`src/rtl/msi_dec_pkg.sv`:
```
package msi_dec_pkg;
  typedef enum logic [1:0] {
    REJ_NONE   = 2'd0,
    REJ_RANGE  = 2'd1,
    REJ_OWNER  = 2'd2,
    REJ_RDFAIL = 2'd3
  } rej_code_e;

  typedef enum logic [1:0] {
    ST_IDLE,
    ST_CHECK,
    ST_READ
  } dec_state_e;
endpackage

```
`src/rtl/msi_src_decode.sv`:
```
module msi_src_decode #(
  parameter int SRC_W = 16
) (
  input  logic [SRC_W-1:0] addr_slice,
  input  logic [4:0]       data_low,
  output logic [SRC_W-1:0] src
);
  localparam int PAD_W = SRC_W - 5;
  assign src = addr_slice | {{PAD_W{1'b0}}, data_low};
endmodule

```
`src/rtl/msi_range_gate.sv`:
```
module msi_range_gate #(
  parameter int SRC_W   = 16,
  parameter int MAX_SRC = 4096
) (
  input  logic [SRC_W:0]   cfg_count,
  input  logic [SRC_W-1:0] src,
  output logic             in_range
);
  localparam int CNT_W = SRC_W + 1;
  localparam logic [CNT_W-1:0] MAX_CNT = CNT_W'(MAX_SRC);
  logic [CNT_W-1:0] eff_count;

  assign eff_count = (cfg_count > MAX_CNT) ? MAX_CNT : cfg_count;
  assign in_range  = {1'b0, src} < eff_count;
endmodule

```
`src/rtl/msi_event_reg.sv`:
```
module msi_event_reg
  import msi_dec_pkg::*;
#(
  parameter int SRC_W = 16,
  parameter int IRQ_W = 24
) (
  input  logic             clk,
  input  logic             rst_n,
  input  logic             fire_trig,
  input  logic             fire_rej,
  input  rej_code_e        fire_code,
  input  logic             fire_lock,
  input  logic [SRC_W-1:0] src,
  input  logic [IRQ_W-1:0] base,
  output logic             trig_valid,
  output logic [SRC_W-1:0] trig_src,
  output logic [IRQ_W-1:0] trig_irq,
  output logic             rej_valid,
  output logic [1:0]       rej_code,
  output logic             lock_clr
);
  localparam int EXT_W = IRQ_W - SRC_W;

  always_ff @(posedge clk or negedge rst_n) begin
    if (!rst_n) begin
      trig_valid <= 1'b0;
      trig_src   <= '0;
      trig_irq   <= '0;
      rej_valid  <= 1'b0;
      rej_code   <= 2'd0;
      lock_clr   <= 1'b0;
    end else begin
      trig_valid <= fire_trig;
      rej_valid  <= fire_rej;
      lock_clr   <= fire_lock;
      rej_code   <= fire_rej ? fire_code : REJ_NONE;
      if (fire_trig) begin
        trig_src <= src;
        trig_irq <= base + {{EXT_W{1'b0}}, src};
      end
    end
  end
endmodule

```
`src/rtl/msi_wr_decoder.sv`:
```
module msi_wr_decoder
  import msi_dec_pkg::*;
#(
  parameter int ADDR_W  = 32,
  parameter int SRC_W   = 16,
  parameter int MAX_SRC = 4096,
  parameter int PE_W    = 8,
  parameter int IRQ_W   = 24
) (
  input  logic              clk,
  input  logic              rst_n,
  input  logic              msi_valid,
  output logic              msi_ready,
  input  logic [ADDR_W-1:0] msi_addr,
  input  logic [15:0]       msi_data,
  input  logic              msi_pe_valid,
  input  logic [PE_W-1:0]   msi_pe,
  input  logic              ffi_valid,
  output logic              ffi_ready,
  input  logic [ADDR_W-1:0] ffi_value,
  input  logic [IRQ_W-1:0]  cfg_base,
  input  logic [SRC_W:0]    cfg_count,
  output logic              ent_rd_req,
  output logic [SRC_W-1:0]  ent_rd_idx,
  input  logic              ent_rd_valid,
  input  logic              ent_rd_ok,
  input  logic [PE_W-1:0]   ent_rd_owner,
  output logic              trig_valid,
  output logic [SRC_W-1:0]  trig_src,
  output logic [IRQ_W-1:0]  trig_irq,
  output logic              rej_valid,
  output logic [1:0]        rej_code,
  output logic              lock_clr
);
  dec_state_e       st, st_n;
  logic             idle, accept;
  logic [SRC_W-1:0] sel_slice, dec_src;
  logic [4:0]       sel_low;
  logic [SRC_W-1:0] job_src;
  logic             job_pe_v, job_ffi;
  logic [PE_W-1:0]  job_pe;
  logic             in_range;
  logic             fire_trig, fire_rej, fire_lock;
  rej_code_e        fire_code;

  assign idle      = (st == ST_IDLE);
  assign ffi_ready = idle;
  assign msi_ready = idle && !ffi_valid;
  assign accept    = idle && (ffi_valid || msi_valid);

  // injection wins; its data is taken as zero
  assign sel_slice = ffi_valid ? ffi_value[4 +: SRC_W] : msi_addr[4 +: SRC_W];
  assign sel_low   = ffi_valid ? 5'd0 : msi_data[4:0];

  msi_src_decode #(.SRC_W(SRC_W)) u_decode (
    .addr_slice (sel_slice),
    .data_low   (sel_low),
    .src        (dec_src)
  );

  msi_range_gate #(.SRC_W(SRC_W), .MAX_SRC(MAX_SRC)) u_range (
    .cfg_count (cfg_count),
    .src       (job_src),
    .in_range  (in_range)
  );

  always_ff @(posedge clk or negedge rst_n) begin
    if (!rst_n) begin
      st       <= ST_IDLE;
      job_src  <= '0;
      job_pe_v <= 1'b0;
      job_pe   <= '0;
      job_ffi  <= 1'b0;
    end else begin
      st <= st_n;
      if (accept) begin
        job_src  <= dec_src;
        job_ffi  <= ffi_valid;
        job_pe_v <= !ffi_valid && msi_pe_valid;
        job_pe   <= msi_pe;
      end
    end
  end

  always_comb begin
    st_n      = st;
    fire_trig = 1'b0;
    fire_rej  = 1'b0;
    fire_code = REJ_NONE;
    case (st)
      ST_IDLE:  if (accept) st_n = ST_CHECK;
      ST_CHECK: begin
        if (!in_range) begin
          fire_rej  = 1'b1;
          fire_code = REJ_RANGE;
          st_n      = ST_IDLE;
        end else if (job_pe_v) begin
          st_n = ST_READ;
        end else begin
          fire_trig = 1'b1;
          st_n      = ST_IDLE;
        end
      end
      ST_READ: begin
        if (ent_rd_valid) begin
          st_n = ST_IDLE;
          if (!ent_rd_ok) begin
            fire_rej  = 1'b1;
            fire_code = REJ_RDFAIL;
          end else if (ent_rd_owner != job_pe) begin
            fire_rej  = 1'b1;
            fire_code = REJ_OWNER;
          end else begin
            fire_trig = 1'b1;
          end
        end
      end
      default: st_n = ST_IDLE;
    endcase
  end

  assign fire_lock  = job_ffi && (fire_trig || fire_rej);
  assign ent_rd_req = (st == ST_READ);
  assign ent_rd_idx = job_src;

  msi_event_reg #(.SRC_W(SRC_W), .IRQ_W(IRQ_W)) u_event (
    .clk        (clk),
    .rst_n      (rst_n),
    .fire_trig  (fire_trig),
    .fire_rej   (fire_rej),
    .fire_code  (fire_code),
    .fire_lock  (fire_lock),
    .src        (job_src),
    .base       (cfg_base),
    .trig_valid (trig_valid),
    .trig_src   (trig_src),
    .trig_irq   (trig_irq),
    .rej_valid  (rej_valid),
    .rej_code   (rej_code),
    .lock_clr   (lock_clr)
  );
endmodule

```
`config.mk`:
```
export PLATFORM = sky130hd
export DESIGN_NAME = msi_wr_decoder
export DESIGN_NICKNAME = d
export VERILOG_FILES = /design/src/rtl/msi_dec_pkg.sv /design/src/rtl/msi_src_decode.sv /design/src/rtl/msi_range_gate.sv /design/src/rtl/msi_event_reg.sv /design/src/rtl/msi_wr_decoder.sv
export SDC_FILE = /design/constraint.sdc
export NUM_CORES = 1
export LEC_CHECK = 0
export BUFFER_PORTS_ARGS = -buffer_cell sky130_fd_sc_hd__buf_2
export CORE_MARGIN = 2
export CORE_UTILIZATION = 43
export CTS_CLUSTER_DIAMETER = 150
export DETAILED_ROUTE_END_ITERATION = 7
export PLACE_DENSITY = 0.77
export SLEW_MARGIN = 20
export SYNTH_ARGS = -nofsm -noshare
export SYNTH_HDL_FRONTEND = slang
export SYNTH_SLANG_ARGS = --single-unit
```
`constraint.sdc`:
```
create_clock -name clk -period 2.35 [get_ports clk]
set_input_delay 0.235 -clock clk [delete_from_list [all_inputs] [get_ports clk]]
set_output_delay 0.235 -clock clk [all_outputs]
set_load 0.02 [all_outputs]
```
[After elaboration in Yosys (flattened, before gate mapping)]
Cells that the tools add are included.
Word-level totals
  output and inout port bits: 64
  bits of input ports: 144
  word-level logic and storage cells: 54
  register bits: 73
Cells by class
  mux-type cells: 25
  magnitude comparators: 2
  add/sub/neg operators: 1
  reduce and logical (&&, ||, !) cells: 9
  equal/unequal tests: 5
  bitwise gates (word level): 1
Operators by type and width (count)
  $add A24 B16 Y24: 1
  $gt A17 B13 Y1 const B: 1
  $lt A16 B17 Y1: 1
  $mux W17: 1
  $mux W16: 1
  $mux W2: 8
  $or A16 B5 Y16: 1
  $mux W1: 10
  $ne A8 B8 Y1: 1
  $pmux W2 S3: 1
  $mux W5: 1
  $logic_and A1 B1 Y1: 4
  $ne A2 B1 Y1 const B: 2
  $pmux W1 S2: 2
  $pmux W2 S2: 1
  $eq A2 B1 Y1 const B: 1
  $eq A2 B2 Y1 const B: 1
  $logic_not A2 Y1: 1
  $logic_or A1 B1 Y1: 2
  $reduce_and A2 Y1: 1
  $logic_not A1 Y1: 1

[Longest topological paths before layout]
Gate-level depths: netlist (run 1).
  depth after elaboration: 7
  mapped depth: 12
  gate-level depth less buffers: 11

[Modules after synthesis]
Synthesis (run 1) repeated with hierarchy kept, for this count alone.
Unflattened totals
  cell total of the unflattened synthesis: 433
  area total of the unflattened synthesis: 4718.3 um^2
By module, submodules not included
  msi_event_reg: instances 1, sequential area each 1126.1 um^2, cells an instance 235, area an instance 2646.3 um^2
  msi_wr_decoder: instances 1, sequential area each 700.7 um^2, cells an instance 122, area an instance 1520.2 um^2
  msi_range_gate: instances 1, sequential area each 0.0 um^2, cells an instance 60, area an instance 437.9 um^2
  msi_src_decode: instances 1, sequential area each 0.0 um^2, cells an instance 16, area an instance 113.9 um^2

[Worst setup path after synthesis (run 1)]
OpenSTA, ideal clock, no wires.
  path type: input to register
  start: in cfg_count[16]
  end: reg u_event.trig_src[10]
  stages: 11
  library setup time: 0.125 ns
  data required time: 2.225 ns
  data arrival time: 3.249 ns
  path buffers: 1
  setup slack: -1.023 ns
  cell sequence: or4_4 -> a21oi_1 -> nand2_1 -> ha_1 -> a21oi_1 -> nand3_1 -> a221oi_1 -> o211ai_2 -> o32ai_4 -> buf_6 -> mux2_2
Between the ends
  word-level cells in the longest chain between the ends: 5
RTL lines
  start, declared: line msi_wr_decoder.sv:22  | input logic [SRC_W:0] cfg_count,
  $gt A17 B13 Y1: line msi_range_gate.sv:13  | assign eff_count = (cfg_count > MAX_CNT) ? MAX_CNT : cfg_count;
  $mux W17 *: line msi_range_gate.sv:13
  $lt A16 B17 Y1 *: line msi_range_gate.sv:14  | assign in_range = {1'b0, src} < eff_count;
  $mux W1 *: line msi_wr_decoder.sv:93  | if (!in_range) begin
  $pmux W1 S2 *: line msi_wr_decoder.sv:90  | case (st)
  net fire_trig: line msi_wr_decoder.sv:43  | logic fire_trig, fire_rej, fire_lock;
  end signal, assigned: line msi_event_reg.sv:38  | trig_src <= src;
  end, declared: line msi_event_reg.sv:16  | output logic [SRC_W-1:0] trig_src,
The timed path passes the listed nets; every way through them passes the cells marked *.
A chain may end at the register's enable or synchronous reset.

[Worst setup path after layout (run 1)]
  start: in cfg_count[14]
  end: reg u_event.trig_src[5]
Between the ends
  word-level cells in the longest chain between the ends: 5
RTL lines (line)
  $gt A17 B13 Y1: msi_range_gate.sv:13
  $mux W17 *: msi_range_gate.sv:13
  $lt A16 B17 Y1 *: msi_range_gate.sv:14
  $mux W1 *: msi_wr_decoder.sv:93
  $pmux W1 S2 *: msi_wr_decoder.sv:90
Every way passes the cells marked *; elsewhere a longest branch is shown, timed or not.

==> results of run 1 <==
through the flow:
stage	TNS [ns]	hold slack (ns)	utilization, %	instance area (sq um)
global route	-27.04	0.0817	61.9	6450
finish	-23.39	0.00982	61.9	6450
global placement	-33.29	0.421	58.5	6100
floorplan	-24.96	-0.0606	-	4700
detailed placement	-37.38	0.437	58.5	6100
CTS	-16.28	0.0324	61.1	6360
worst paths after layout:
| check | slack (ns) | to | startpoint | depth (start not counted) |
|---|---|---|---|---|
| min in group clk | 0.10 | job_pe[3]$_DFFE_PN0P_ | msi_pe[3] | 2 |
| worst max register to register | -0.27 | u_event.trig_src[5]$_DFFE_PN0P_ | ent_rd_idx[10]$_DFFE_PN0P_ | 9 |
| max in group asynchronous | 1.74 | ent_rd_idx[1]$_DFFE_PN0P_ | rst_n | 1 |
| worst min-delay path | 0.01 | u_event.trig_irq[20]$_DFFE_PN0P_ | rst_n | 1 |
| worst max-delay path | -0.59 | u_event.trig_src[5]$_DFFE_PN0P_ | cfg_count[14] | 13 |
| worst min register to register | 0.50 | job_ffi$_DFFE_PN0P_ | job_ffi$_DFFE_PN0P_ | 1 |
power groups by stage:
stage                     Clock (mW)  Combinational, mW  Sequential [mW]
after floorplan                    0               2.65             2.89
final                           1.20               5.36             2.28
after global routing            1.28               5.83             2.36
after CTS                       1.23               5.25             2.29
after global placement             0               5.05             2.28
after detailed placement           0               5.20             2.31
Yosys cell counts (all sizes together), types with 7 or more instances:
library cell / instances / share of area [%]
dfrtp: 73 / 39
nand2: 52 / 4.2
mux2: 44 / 11
o21ai: 36 / 3.9
a21oi: 34 / 3.7
ha: 34 / 9.2
nor2: 30 / 2.6
inv: 17 / 1.4
mux2i: 16 / 3.4
xnor2: 15 / 2.8
nand4: 11 / 1.5
nand3: 10 / 1.1
clkbuf: 8 / 0.65
xor2: 8 / 1.5
o211ai: 7 / 1.2
cell families after synthesis:
kind of cell | count (synthesis) | synth area share (%)
XOR/XNOR | 23 | 4.34
multiplexers | 60 | 14.1
AO/OA/AOI/OAI | 114 | 15.8
AND/OR/NAND/NOR | 134 | 13.6
adder cells (fa/ha/maj) | 35 | 9.59
buffers and inverters | 31 | 3.15
other | 1 | 0.0807
flip-flops | 73 | 39.3
state kept, by name, indices dropped and copies added (netlist names):
signal / flops
u_event.trig_irq: 24
u_event.rej_code: 2
u_event.lock_clr: 1
u_event.trig_src: 16
st: 2
job_pe: 8
job_pe_v: 1
u_event.rej_valid: 1
u_event.trig_valid: 1
ent_rd_idx: 16
job_ffi: 1
layer usage:
metal / global-route usage, % / vias to the layer above / wire length (um)
met5: 0 / - / 0
li1: - / 2175 / -
met3: 5.18 / 45 / 1060
met1: 28.2 / 2158 / 5520
met2: 42.2 / 228 / 6870
met4: 13.1 / 0 / 568
timing repair:
action,4_1_cts,5_1_grt
setup buffers,1,3
gates cloned,1,1
pin swaps,3,3
gates resized for setup,4,7
hold buffers,0,0
setup endpoints to repair,45,45
area by class of cell:
class / count / area share [%]
multi-input combinational: 370 / 43.4
inverter: 17 / 0.990
timing repair buffer: 227 / 21.0
clock inverter: 5 / 1.61
sequential: 73 / 28.3
clock buffer: 11 / 2.04
tap: 136 / 2.64
==> key figures, run 1 <==
Status
  • Status: complete, but fails checks
  • Failing checks: negative setup slack

Floorplan
  • I/O pins: 208
  • Die X: 108 um
  • Core area: 10400 sq um
  • Die Y: 108 um
  • Die area: 11700 sq um
  • Initial Util: 44.6%
  • Rows: 37

Finish
  • Post-Layout Cell Count: 839
  • Area grow syn2layout: 38.8%
  • Most frequent cells in the layout: 161 x buf_2, 73 x dfrtp_1, 60 x buf_4, 51 x nand2_1, 44 x mux2_2
  • Antenna Cells: 0
  • Share of cells above drive strength 1: 43.5%
  • Layout net count: 877
  • Area of the multi-input gates: 2800 sq um
  • Reg area: 1830 sq um
  • Fillers: 866
  • Most common cell after layout, fill and taps aside: buf_2

Clocking
  • H-tree depth reported by CTS: 3
  • CTS Buffer Depth: 2
  • CTS tree: yes
  • Clock transition at path regs: 0.08 ns
  • Clock root cell: clkbuf_8
  • CTS Sinks: 73
  • CTS Buf Count: 9
  • Clk_lat worst skew: 0.36 ns

STA
  • Minimum clock period: 2.94 ns
  • Final hold violation count: 0
  • Worst-margin pin slew: 0.926 ns
  • Max-slew headroom: 38.3%
  • Final worst-path cycle share: 125%
  • RSZ-0062 raised after global routing: true
  • Clock skew: 0.00959 ns
  • Max Clk Rate: 340 MHz
  • Final WS setup: -0.591 ns
  • Final Max Tran Viols: 0
  • Setup violators final: 45

Power and ir drop
  • Peak VDD IR: 0.817 mV
  • Logic pwr share: 60.6%
  • Sequential power share: 25.8%
  • Clk pwr share: 13.6%
  • Final Power: 8.84 mW
  • P_int: 5.05 mW
  • Pwr per Cell Area: 1370 nW/um^2
  • Leakage power: 3.14 nW
  • Sw frac: 42.9%
  • Sw power: 3.79 mW

Detailed routing
  • Vias per inst: 5.49
  • Final antenna-violating net count: 0
  • Detailed Routing Iterations Pass 1: 4
  • Residual DRC count: 0
  • Routed via count: 4606
  • Final WL: 14000 um
  • Routed wire length per instance: 16.7 um
  • DR iter-0 viols: 204

Logic synthesis
  • Sequential area share after synthesis: 39.3%
  • Number of synthesized register bits: 73
  • Post-synth top flop: dfrtp_1
  • Synth Instances: 471
  • Post-synth EDFFs: 0
  • Synthesized area per cell: 9.86 sq um
  • Synth unique cells: 56
  • Ys async rst share: 100%
  • Cell Area, Synth: 4650 sq um
  • Warnings, synthesis: 0

Worst setup path
  • Slowest cell on the critical path: or4_4
  • Startpoint types: input port
  • CP Cell Sequence: buf_6 -> or4_4 -> a21oi_4 -> nand2_1 -> ha_1 -> nand4_1 -> or3_1 -> a311o_1 -> o211ai_2 -> o32ai_4 -> buf_4 -> clkbuf_16 -> mux2_2
  • CP top delay family: simple AND/OR/NAND/NOR gates
  • WP buf/inv: 3
  • Worst endpoint data arrival time: 3.19 ns
  • CP endpoint kind: flip-flop
  • Required time of the critical path: 2.60 ns
  • Crit Path Category: in2reg
  • Worst Path Max Fanout: 9
  • Critical path's largest stage delay: 0.57 ns

Placement
  • Placer Congestion: 0.893
  • PortBufs: 164
  • DP Worst Slack: -0.898 ns
  • DP Wirelength: 10900 um
  • Dpl cells: 819

GRT
  • Vias in the first global route: 4719
  • GR Util All Layers: 24.4%
  • GR Overflow Total: 0
  • Largest net degree at the start of global routing: 74
  • First-pass GRT wire length: 21900 um
  • Initial antenna violation count: 0

Hold path
  • Hold Crit Class: in2async

Flow run
  • Max Cap Violations: 0
No activity file was read; power rests on OpenSTA's default activity.
==> run 2, diff against run 1 <==
--- a/config.mk
+++ b/config.mk
@@ -5,12 +5,14 @@
 export SDC_FILE = /design/constraint.sdc
 export NUM_CORES = 1
 export LEC_CHECK = 0
+export ABC_AREA = 1
 export BUFFER_PORTS_ARGS = -buffer_cell sky130_fd_sc_hd__buf_2
 export CORE_MARGIN = 2
 export CORE_UTILIZATION = 43
 export CTS_CLUSTER_DIAMETER = 150
 export DETAILED_ROUTE_END_ITERATION = 7
 export PLACE_DENSITY = 0.77
+export SETUP_SLACK_MARGIN = 0.15
 export SLEW_MARGIN = 20
 export SYNTH_ARGS = -nofsm -noshare
 export SYNTH_HDL_FRONTEND = slang
==> key figures, run 2 <==
Status
  • Status: finished clean (was complete, but fails checks)

Detailed routing
  • DR iter-0 viols: 344 (was 204)
  • Detailed Routing Iterations Pass 1: 5 (was 4)
  • Vias per inst: 4.97 (was 5.49)
  • Final WL: 13700 um (was 14000 um)
  • Routed wire length per instance: 13.7 um (was 16.7 um)
  • Routed via count: 4978 (was 4606)
  • Residual DRC count: 0 (unchanged)
  • Final antenna-violating net count: 0 (unchanged)

Floorplan
  • Core area: 10800 sq um (was 10400 sq um)
  • Die Y: 109 um (was 108 um)
  • I/O pins: 208 (unchanged)
  • Die X: 109 um (was 108 um)
  • Die area: 11800 sq um (was 11700 sq um)
  • Initial Util: 43.7% (was 44.6%)
  • Rows: 38 (was 37)

Hold path
  • Hold EP: job_pe[6]$_DFFE_PN0P_
  • Hold Crit Class: in2reg (was in2async)
  • Min-Delay Path Depth: 3
  • Hold_sp: msi_pe[6]

Power and ir drop
  • Pwr per Cell Area: 1280 nW/um^2 (was 1370 nW/um^2)
  • Sequential power share: 29.6% (was 25.8%)
  • Sw frac: 48.9% (was 42.9%)
  • Clk pwr share: 13.0% (was 13.6%)
  • Final Power: 8.02 mW (was 8.84 mW)
  • Leakage power: 3.48 nW (was 3.14 nW)
  • Sw power: 3.92 mW (was 3.79 mW)
  • P_int: 4.10 mW (was 5.05 mW)
  • Peak VDD IR: 0.665 mV (was 0.817 mV)
  • Logic pwr share: 57.4% (was 60.6%)

Finish
  • Most common cell after layout, fill and taps aside: nand2_1 (was buf_2)
  • Largest register by flop count: u_event.trig_irq (unchanged)
  • Share of cells above drive strength 1: 27.4% (was 43.5%)
  • Post-Layout Cell Count: 1001 (was 839)
  • Area grow syn2layout: 32.9% (was 38.8%)
  • Layout net count: 1035 (was 877)
  • Most frequent cells in the layout: 262 x nand2_1, 163 x buf_2, 72 x dfrtp_1, 60 x nor2_1, 57 x inv_1 (was 161 x buf_2, 73 x dfrtp_1, 60 x buf_4, 51 x nand2_1, 44 x mux2_2)
  • Fin util: 58.1% (was 61.9%)
  • Largest register FFs: 24 (unchanged)
  • Fillers: 1034 (was 866)
  • Antenna Cells: 0 (unchanged)

Logic synthesis
  • Number of synthesized register bits: 73 (unchanged)
  • Cell Area, Synth: 4720 sq um (was 4650 sq um)
  • Post-synth top area share: 38.7% (was 39.3%)
  • Synth unique cells: 33 (was 56)
  • Cell with the most instances after synthesis: nand2_1 (was dfrtp_1)
  • Synth Instances: 663 (was 471)
  • Post-synth EDFFs: 0 (unchanged)
  • Post-synth top area cell: dfrtp_1 (unchanged)
  • Commonest cells in the netlist: 268 x nand2_1, 73 x dfrtp_1, 65 x nor2_1 (was 73 x dfrtp_1, 52 x nand2_1, 44 x mux2_2)
  • Sequential area share after synthesis: 38.7% (was 39.3%)
  • Ys async rst share: 100% (unchanged)
  • Synth top area cells: dfrtp_1 39%, nand2_1 21%, ha_1 9.0%, nor2_1 5.2%, inv_1 4.5% (was dfrtp_1 39%, mux2_2 11%, ha_1 9.2%, nand2_1 4.2%, o21ai_0 3.8%)
  • Post-synth top flop: dfrtp_1 (unchanged)
  • Warnings, synthesis: 0 (unchanged)
  • Synthesized area per cell: 7.11 sq um (was 9.86 sq um)

STA
  • Worst-margin pin slew: 0.501 ns (was 0.926 ns)
  • RSZ-0062 raised after global routing: false (was true)
  • Setup violators final: 0 (was 45)
  • Max-slew headroom: 66.5% (was 38.3%)
  • Final WS setup: 0.292 ns (was -0.591 ns)
  • Final worst-path cycle share: 87.6% (was 125%)
  • Final Max Tran Viols: 0 (unchanged)
  • Clock skew: 0.00991 ns (was 0.00959 ns)
  • Max Clk Rate: 486 MHz (was 340 MHz)
  • Minimum clock period: 2.06 ns (was 2.94 ns)
  • Final hold violation count: 0 (unchanged)
  • Setup_tns: 0 ns (was -23.39 ns)

Worst setup path
  • Startpoint types: input port (unchanged)
  • Crit Path Category: in2reg (unchanged)
  • CP endpoint kind: flip-flop (unchanged)
  • Reg2Reg Depth: 12 (was 9)
  • Required time of the critical path: 2.60 ns (about the same)
  • RR Endpoint: u_event.trig_irq[20]$_DFFE_PN0P_ (was u_event.trig_src[5]$_DFFE_PN0P_)
  • R2r setup slk: 0.32 ns (was -0.27 ns)
  • Worst Path Max Fanout: 16 (was 9)
  • Worst endpoint data arrival time: 2.31 ns (was 3.19 ns)
  • RR Startpoint: ent_rd_idx[12]$_DFFE_PN0P_ (was ent_rd_idx[10]$_DFFE_PN0P_)

Placement
  • Placer Congestion: 0.924 (was 0.893)
  • PortBufs: 164 (unchanged)
  • DP Worst Slack: -0.130 ns (was -0.898 ns)
  • DP Wirelength: 10500 um (was 10900 um)
  • Dpl cells: 981 (was 819)

Clocking
  • CTS tree: yes (unchanged)
  • CTS Buf Count: 9 (unchanged)
  • H-tree depth reported by CTS: 3 (unchanged)
  • CTS Buffer Depth: 2 (unchanged)
  • Clock transition at path regs: 0.09 ns (was 0.08 ns)
  • Clock root cell: clkbuf_8 (unchanged)
  • Clk_lat worst skew: 0.35 ns (was 0.36 ns)
  • CTS Sinks: 73 (unchanged)

GRT
  • Largest net degree at the start of global routing: 74 (unchanged)
  • Vias in the first global route: 4514 (was 4719)
  • GR Overflow Total: 0 (unchanged)
  • GR Util All Layers: 22.8% (was 24.4%)
  • First-pass GRT wire length: 20900 um (was 21900 um)
  • Initial antenna violation count: 0 (unchanged)

Flow run
  • Max Cap Violations: 0 (unchanged)
## run 2: through the flow
stage	cell area [sq um]	hold slack, ns
after floorplan	4770	-0.0606
after CTS	6160	0.0603
after global placement	5940	0.275
after detailed placement	5940	0.278
after global routing	6270	0.0719
final	6270	0.0700
## run 2: logic make-up after synthesis
group                      after synthesis  synth area share, %
adders and majority gates               35                 9.44
AOI/OAI and AO/OA                       71                 8.33
other                                    1               0.0795
and+or+nand+nor                        391                 33.3
DFF                                     73                 38.7
xor gates and xnor gates                17                 3.16
buffers and inverters                   75                 6.92
## run 2: what timing repair did
action,4_1_cts,5_1_grt
endpoints found under the setup margin,0,41
gates resized for setup,0,16
hold endpoints to repair,73,0
setup buffers,0,1
hold buffers,1,0
## run 2: how the worst max path moves through the flow
| stage | from | endpoint | slack (ns) | cells past startpoint |
|---|---|---|---|---|
| floorplan | cfg_count[16] | u_event.trig_irq[22]$_DFFE_PN0P_ | 0.15 | 20 |
| global placement | cfg_count[13] | u_event.trig_irq[23]$_DFFE_PN0P_ | -0.07 | 19 |
| detailed placement | cfg_count[13] | u_event.trig_irq[20]$_DFFE_PN0P_ | -0.13 | 20 |
| CTS | cfg_count[13] | u_event.trig_irq[20]$_DFFE_PN0P_ | 0.25 | 19 |
| global route | cfg_count[16] | u_event.trig_irq[14]$_DFFE_PN0P_ | 0.11 | 18 |
| finish | cfg_count[16] | u_event.trig_irq[20]$_DFFE_PN0P_ | 0.29 | 18 |
## run 2: worst max-delay path, cell delays in order
cell and delay, ns:
buf_2 0.10, nor2_2 0.09, nand2_1 0.06, or2_4 0.26, nand2_4 0.11, nand2_1 0.07, ha_1 0.29, nand2_2 0.09
a21oi_1 0.04, nor2_1 0.09, nand2_1 0.07, a21oi_2 0.15, nand3_2 0.11, nand2_4 0.14, inv_6 0.06, buf_12 0.15
nand2_1 0.07, nand2_1 0.06
## run 2: final cells by class
type	instances	area (sq um)	share of cell area, %
Clock buffer	9	124	1.98
Clock inverter	7	83.8	1.34
Inverter	59	226	3.61
Multi-Input combinational cell	518	2680	42.8
Sequential cell	73	1830	29.2
Tap cell	140	175	2.79
Timing Repair Buffer	195	1150	18.4
## run 2: power by group through the flow
stage	registers (mW)	clock network, mW	logic [mW]
floorplan	2.83	0	2.47
global route	2.46	1.12	5.16
detailed placement	2.40	0	4.49
global placement	2.38	0	4.40
finish	2.37	1.04	4.61
CTS	2.38	1.06	4.51
## run 2: routing by layer
layer	GRT usage, %	vias up	wire length [um]
met1	29.2	2259	5840
li1	-	2513	-
met5	0	-	0
met2	39.2	189	6670
met3	3.23	17	924
met4	8.52	0	252
